[src/rtl/alert_resp_pkg.sv]
package alert_resp_pkg;
  localparam logic [6:0] ARA_ADDR = 7'b0001100;

  typedef enum logic [2:0] {
    ST_IDLE, ST_ADDR, ST_ACK, ST_ACKHOLD, ST_DATA, ST_MACK, ST_WAIT
  } ara_state_t;

  typedef struct packed {
    logic start;
    logic stop;
    logic rise;
    logic fall;
  } bus_evt_t;
endpackage

[src/rtl/ara_bus_watch.sv]
module ara_bus_watch
  import alert_resp_pkg::*;
#(
  parameter int SYNC_STAGES = 2
) (
  input  logic     clk,
  input  logic     rst,
  input  logic     scl_in,
  input  logic     sda_in,
  output logic     scl_s,
  output logic     sda_s,
  output bus_evt_t evt
);
  logic scl_p, sda_p;

  generate
    if (SYNC_STAGES <= 1) begin : g_one
      always_ff @(posedge clk) begin
        if (rst) begin
          scl_s <= 1'b1;
          sda_s <= 1'b1;
        end else begin
          scl_s <= scl_in;
          sda_s <= sda_in;
        end
      end
    end else begin : g_many
      logic [SYNC_STAGES-1:0] scl_pipe, sda_pipe;
      always_ff @(posedge clk) begin
        if (rst) begin
          scl_pipe <= '1;
          sda_pipe <= '1;
        end else begin
          scl_pipe <= {scl_pipe[SYNC_STAGES-2:0], scl_in};
          sda_pipe <= {sda_pipe[SYNC_STAGES-2:0], sda_in};
        end
      end
      assign scl_s = scl_pipe[SYNC_STAGES-1];
      assign sda_s = sda_pipe[SYNC_STAGES-1];
    end
  endgenerate

  always_ff @(posedge clk) begin
    if (rst) begin
      scl_p <= 1'b1;
      sda_p <= 1'b1;
    end else begin
      scl_p <= scl_s;
      sda_p <= sda_s;
    end
  end

  always_comb begin
    evt.rise  = scl_s & ~scl_p;
    evt.fall  = ~scl_s & scl_p;
    evt.start = scl_s & scl_p & sda_p & ~sda_s;
    evt.stop  = scl_s & scl_p & ~sda_p & sda_s;
  end
endmodule

[src/rtl/ara_responder.sv]
module ara_responder
  import alert_resp_pkg::*;
(
  input  logic       clk,
  input  logic       rst,
  input  bus_evt_t   evt,
  input  logic       sda_s,
  input  logic       alert_active,
  input  logic [6:0] dev_addr,
  output logic       sda_pull_low,
  output logic       win_nack
);
  localparam int CNT_W = 4;

  ara_state_t       state;
  logic [CNT_W-1:0] cnt;
  logic [6:0]       shreg;
  logic [7:0]       tx;
  logic [7:0]       rx_byte;

  assign rx_byte = {shreg, sda_s};

  always_ff @(posedge clk) begin
    if (rst) begin
      state        <= ST_IDLE;
      cnt          <= '0;
      shreg        <= '0;
      tx           <= '0;
      sda_pull_low <= 1'b0;
      win_nack     <= 1'b0;
    end else begin
      win_nack <= 1'b0;
      if (evt.start) begin
        state        <= ST_ADDR;
        cnt          <= '0;
        sda_pull_low <= 1'b0;
      end else if (evt.stop) begin
        state        <= ST_IDLE;
        sda_pull_low <= 1'b0;
      end else begin
        case (state)
          ST_ADDR: if (evt.rise) begin
            shreg <= rx_byte[6:0];
            if (cnt == CNT_W'(7)) begin
              cnt <= '0;
              if (rx_byte == {ARA_ADDR, 1'b1} && alert_active) begin
                state <= ST_ACK;
                tx    <= {dev_addr, 1'b0};
              end else begin
                state <= ST_WAIT;
              end
            end else begin
              cnt <= cnt + 1'b1;
            end
          end
          ST_ACK: if (evt.fall) begin
            sda_pull_low <= 1'b1;
            state        <= ST_ACKHOLD;
          end
          ST_ACKHOLD: if (evt.fall) begin
            sda_pull_low <= ~tx[7];
            tx           <= {tx[6:0], 1'b0};
            cnt          <= '0;
            state        <= ST_DATA;
          end
          ST_DATA: begin
            if (evt.rise) begin
              if (!sda_pull_low && !sda_s) begin
                state        <= ST_WAIT;
                sda_pull_low <= 1'b0;
              end else begin
                cnt <= cnt + 1'b1;
              end
            end else if (evt.fall) begin
              if (cnt == CNT_W'(8)) begin
                sda_pull_low <= 1'b0;
                state        <= ST_MACK;
              end else begin
                sda_pull_low <= ~tx[7];
                tx           <= {tx[6:0], 1'b0};
              end
            end
          end
          ST_MACK: if (evt.rise) begin
            win_nack <= sda_s;
            state    <= ST_WAIT;
          end
          default: ;
        endcase
      end
    end
  end
endmodule

[src/rtl/alert_status.sv]
module alert_status #(
  parameter int WIDTH = 8
) (
  input  logic             clk,
  input  logic             rst,
  input  logic [WIDTH-1:0] cond_in,
  input  logic [WIDTH-1:0] irq_mask,
  input  logic             monitor_tick,
  input  logic             stat_rd,
  input  logic             win_nack,
  output logic [WIDTH-1:0] stat_rdata,
  output logic [WIDTH-1:0] stat_level,
  output logic             alert_q
);
  logic cond_act, stat_act;

  assign cond_act = |(cond_in & irq_mask);
  assign stat_act = |(stat_level & irq_mask);

  always_ff @(posedge clk) begin
    if (rst) begin
      stat_level <= '0;
      stat_rdata <= '0;
      alert_q    <= 1'b0;
    end else begin
      if (stat_rd) stat_rdata <= stat_level;
      stat_level <= (stat_rd ? '0 : stat_level) | (monitor_tick ? cond_in : '0);
      if (monitor_tick && cond_act)
        alert_q <= 1'b1;
      else if (!cond_act && (win_nack || !stat_act))
        alert_q <= 1'b0;
    end
  end
endmodule

[src/rtl/smbus_alert_responder.sv]
module smbus_alert_responder
  import alert_resp_pkg::*;
#(
  parameter int WIDTH       = 8,
  parameter int SYNC_STAGES = 2
) (
  input  logic             clk,
  input  logic             rst,
  input  logic             scl_in,
  input  logic             sda_in,
  input  logic [6:0]       dev_addr,
  input  logic [WIDTH-1:0] cond_in,
  input  logic [WIDTH-1:0] irq_mask,
  input  logic             monitor_tick,
  input  logic             stat_rd,
  output logic [WIDTH-1:0] stat_rdata,
  output logic             alert_pull_low,
  output logic             sda_pull_low
);
  bus_evt_t         evt;
  logic             scl_s, sda_s;
  logic             win_nack;
  logic [WIDTH-1:0] stat_level;

  ara_bus_watch #(.SYNC_STAGES(SYNC_STAGES)) u_watch (
    .clk(clk), .rst(rst), .scl_in(scl_in), .sda_in(sda_in),
    .scl_s(scl_s), .sda_s(sda_s), .evt(evt)
  );

  ara_responder u_resp (
    .clk(clk), .rst(rst), .evt(evt), .sda_s(sda_s),
    .alert_active(alert_pull_low), .dev_addr(dev_addr),
    .sda_pull_low(sda_pull_low), .win_nack(win_nack)
  );

  alert_status #(.WIDTH(WIDTH)) u_stat (
    .clk(clk), .rst(rst), .cond_in(cond_in), .irq_mask(irq_mask),
    .monitor_tick(monitor_tick), .stat_rd(stat_rd), .win_nack(win_nack),
    .stat_rdata(stat_rdata), .stat_level(stat_level), .alert_q(alert_pull_low)
  );
endmodule

[config.mk]
export PLATFORM = sky130hd
export DESIGN_NAME = smbus_alert_responder
export DESIGN_NICKNAME = d
export VERILOG_FILES = /design/src/rtl/alert_resp_pkg.sv /design/src/rtl/ara_bus_watch.sv /design/src/rtl/ara_responder.sv /design/src/rtl/alert_status.sv /design/src/rtl/smbus_alert_responder.sv
export SDC_FILE = /design/constraint.sdc
export NUM_CORES = 1
export LEC_CHECK = 0
export BUFFER_PORTS_ARGS = -buffer_cell sky130_fd_sc_hd__buf_2
export CORE_ASPECT_RATIO = 2
export CORE_MARGIN = 2
export CORE_UTILIZATION = 49
export CTS_CLUSTER_DIAMETER = 120
export DETAILED_ROUTE_END_ITERATION = 10
export GPL_ROUTABILITY_DRIVEN = 0
export PLACE_DENSITY = 0.74
export SLEW_MARGIN = 20
export SYNTH_ARGS = -nofsm -noshare
export SYNTH_HDL_FRONTEND = slang
export SYNTH_HIERARCHICAL = 1
export SYNTH_SLANG_ARGS = --single-unit
export TNS_END_PERCENT = 1
[constraint.sdc]
create_clock -name clk -period 2.1 [get_ports clk]
set_input_delay 0.42 -clock clk [delete_from_list [all_inputs] [get_ports clk]]
set_output_delay 0.42 -clock clk [all_outputs]
set_load 0.05 [all_outputs]
==> metrics.txt <==
Reg clk slew, reported paths 0.08 ns; HP Class in2reg; synth unique cells 47; # rows 34; Logic pwr share 11.9%; H-tree levels 2; die area 4980 um^2; Leak 1.13 nW; Worst-Margin Slew 0.454 ns; vias per cell 5.69; worst stage delay on the critical path 0.44 ns; Int Pwr 1.20 mW; CP startpoint kind register; Top Ports 39; CTS Buf Count 5; flops & latches, synth 46; starting density of the core 50.2%; Core Box Area 4300 um^2; Clock power frac 31.6%; NumNets Final 319; grt total ovfl 0; cell taking the most area after synthesis dfxtp_1; routed len/inst 15.1 um; CTS tree yes; dpl ws -0.0153 ns; Slew Viols, Final 0; ys async rst share 0%; crit path time final 2.01 ns; DRT iter0 DRCs 95; Avg Inst Size Synth 9.25 um^2; Skew-Pair Late Insertion Delay 0.30 ns; Final Hold Viols 0; main flop type after synthesis dfxtp_1; layout cells sized above 1 29.2%; post-route cell area 2620 um^2; global-route wire length before repair 8540 um; Critical Path End Type register; CP Buf/Inv Count 3; P_sw 414 uW; ANT cells 0; Detail Route Antenna Nets 0; filler cell count in the final layout 412; worst path cell trace nor3b_2 -> a21oi_2 -> buf_4 -> a2111oi_4 -> buf_2 -> buf_4 -> a311oi_2; root buf cell clkbuf_8; layout overhead on the synthesized area 21.6%; DRC viols 0; 1st-pass router iterations 4; final worst setup slack 0.0870 ns; placed inst area 2490 um^2; crit-path max FO 6; PD cells 618 nW/um^2; maxcap violations 0; largest net degree at the start of global routing 38; Syn Inst Count 233; total nets after synthesis 264; crit-path leading delay family compound AO/OA/AOI/OAI gates; EDFF count, synth 0; Fmax 497 MHz; Critical Path RT 2.28 ns; status finished clean; TritonCTS Sinks 46; CP most frequent cell buf_4; most frequent cells in the layout dfxtp_1 (44), buf_2 (39), nor2_1 (39); Setup Skew 0.00650 ns; gr usage total 22.2%; Peak VDD IR 0.000426 V; number of global-route vias before repair 2025; Final Cycle Share 95.9%; HPWL after detailed placement 3810 um; Crit Path Category reg2reg; Reg power frac 56.5%; Die X 50.9 um; endpoints failing setup 0; Switching Share 25.6%; crit path DAT 2.19 ns; Die Span Y 97.8 um; sequential share of the synthesized area 42.7%; Ys Warns 6; IO buf count 38; clk buf depth 2; RSZ-0062 raised after global routing true; Post-Syn Area 2160 um^2; Max-slew headroom 69.5%; most common cell after layout, fill and taps aside dfxtp_1; Synth area leaders dfxtp_1 (43%), mux2i_1 (8.4%), nor2_1 (6.8%), a22oi_1 (5.9%), nand3_1 (2.1%); total number of vias 1947; critical path's slowest cell dfxtp_1; hold buffer count at CTS 0; initial antenna violation count 0; Synth top area share 42.7%; total wire length 5170 um; worst hold slack 0.295 ns
[state kept, by name, summed over array words and instances, names as in the netlist, 2 cells and up]
register                 cells
u_resp/tx                    7
u_resp/state                 3
u_watch/g_many.scl_pipe      2
u_resp/cnt                   4
u_resp/shreg                 7
u_stat/stat_rdata            8
u_watch/g_many.sda_pipe      2
u_stat/stat_level            8
[cell type report]
type                       instances  area (um^2)  area share [%]
sequential                        46          923            35.2
clock buffer                       6         72.6            2.77
multi-input combinational        169         1160            44.4
clock inverter                     1         7.51           0.286
inverter                           5         18.8           0.716
timing repair buffer              61          368            14.0
tap                               54         67.6            2.58
[final timing paths]
kind | from | endpoint | slack, ns | cells past startpoint
hold / removal | scl_in | u_watch/g_many.scl_pipe[0]$_SDFF_PP1_ | 0.29 | 2
hold reg to reg | u_watch/g_many.sda_pipe[0]$_SDFF_PP1_ | u_watch/g_many.sda_pipe[1]$_SDFF_PP1_ | 0.41 | 1
setup reg to reg | u_resp/state[2]$_SDFFE_PP0P_ | u_resp/tx[4]$_SDFFE_PP0P_ | 0.09 | 7
setup / recovery | u_resp/state[2]$_SDFFE_PP0P_ | u_resp/tx[4]$_SDFFE_PP0P_ | 0.09 | 7
[metrics by stage]
| stage | total power, mW | TNS (ns) | util, % | instances |
|---|---|---|---|---|
| after floorplan | 1.05 | 0 | - | 233 |
| after global placement | 1.12 | 0 | 57.9 | 331 |
| after detailed placement | 1.12 | -0.0368 | 57.9 | 331 |
| after CTS | 1.63 | 0 | 59.9 | 338 |
| after global routing | 1.68 | -0.0983 | 61.0 | 342 |
| final | 1.62 | 0 | 61.0 | 342 |
[routing by layer]
layer,share of wire (%),up-vias,wire (um),track usage [%]
met1,37,927,1890,19.8
li1,-,951,-,-
met5,0,-,0,0
met4,4.2,0,218,13.9
met3,3.9,15,204,2.91
met2,55,54,2860,43.1
[cells by family (layout without fill, tap and decap cells)]
logic type	after synthesis	in the layout	synth area share [%]
adder cells (fa/ha/maj)	2	2	1.16
multiplexers	19	19	8.88
AND/OR/NAND/NOR	99	99	24.0
AO/OA/AOI/OAI	47	47	18.4
buffers and inverters	18	73	4.06
flip-flops	46	46	42.7
XOR/XNOR	2	2	0.813
[power by group through the flow]
stage	sequential (mW)	clock, mW	combinational [mW]
after floorplan	0.952	0	0.101
after global placement	0.934	0	0.183
after detailed placement	0.935	0	0.185
after CTS	0.915	0.527	0.187
after global routing	0.919	0.556	0.209
final	0.915	0.512	0.192
[cells in the mapped netlist, types with 5 or more instances]
cell type / count
dfxtp_1: 46
nor2_1: 39
mux2i_1: 18
a22oi_1: 17
nand2_1: 11
nand3_1: 9
clkbuf_1: 7
or2_1: 6
inv_1: 5
nand2b_1: 5
nor2b_1: 5
[what timing repair did]
item	4_1_cts	5_1_grt
endpoints found under the setup margin	10	13
buffers inserted	0	3
pin swaps	0	2
resized for setup	2	6
gates cloned	0	1
(Power assumes the default switching activity.)
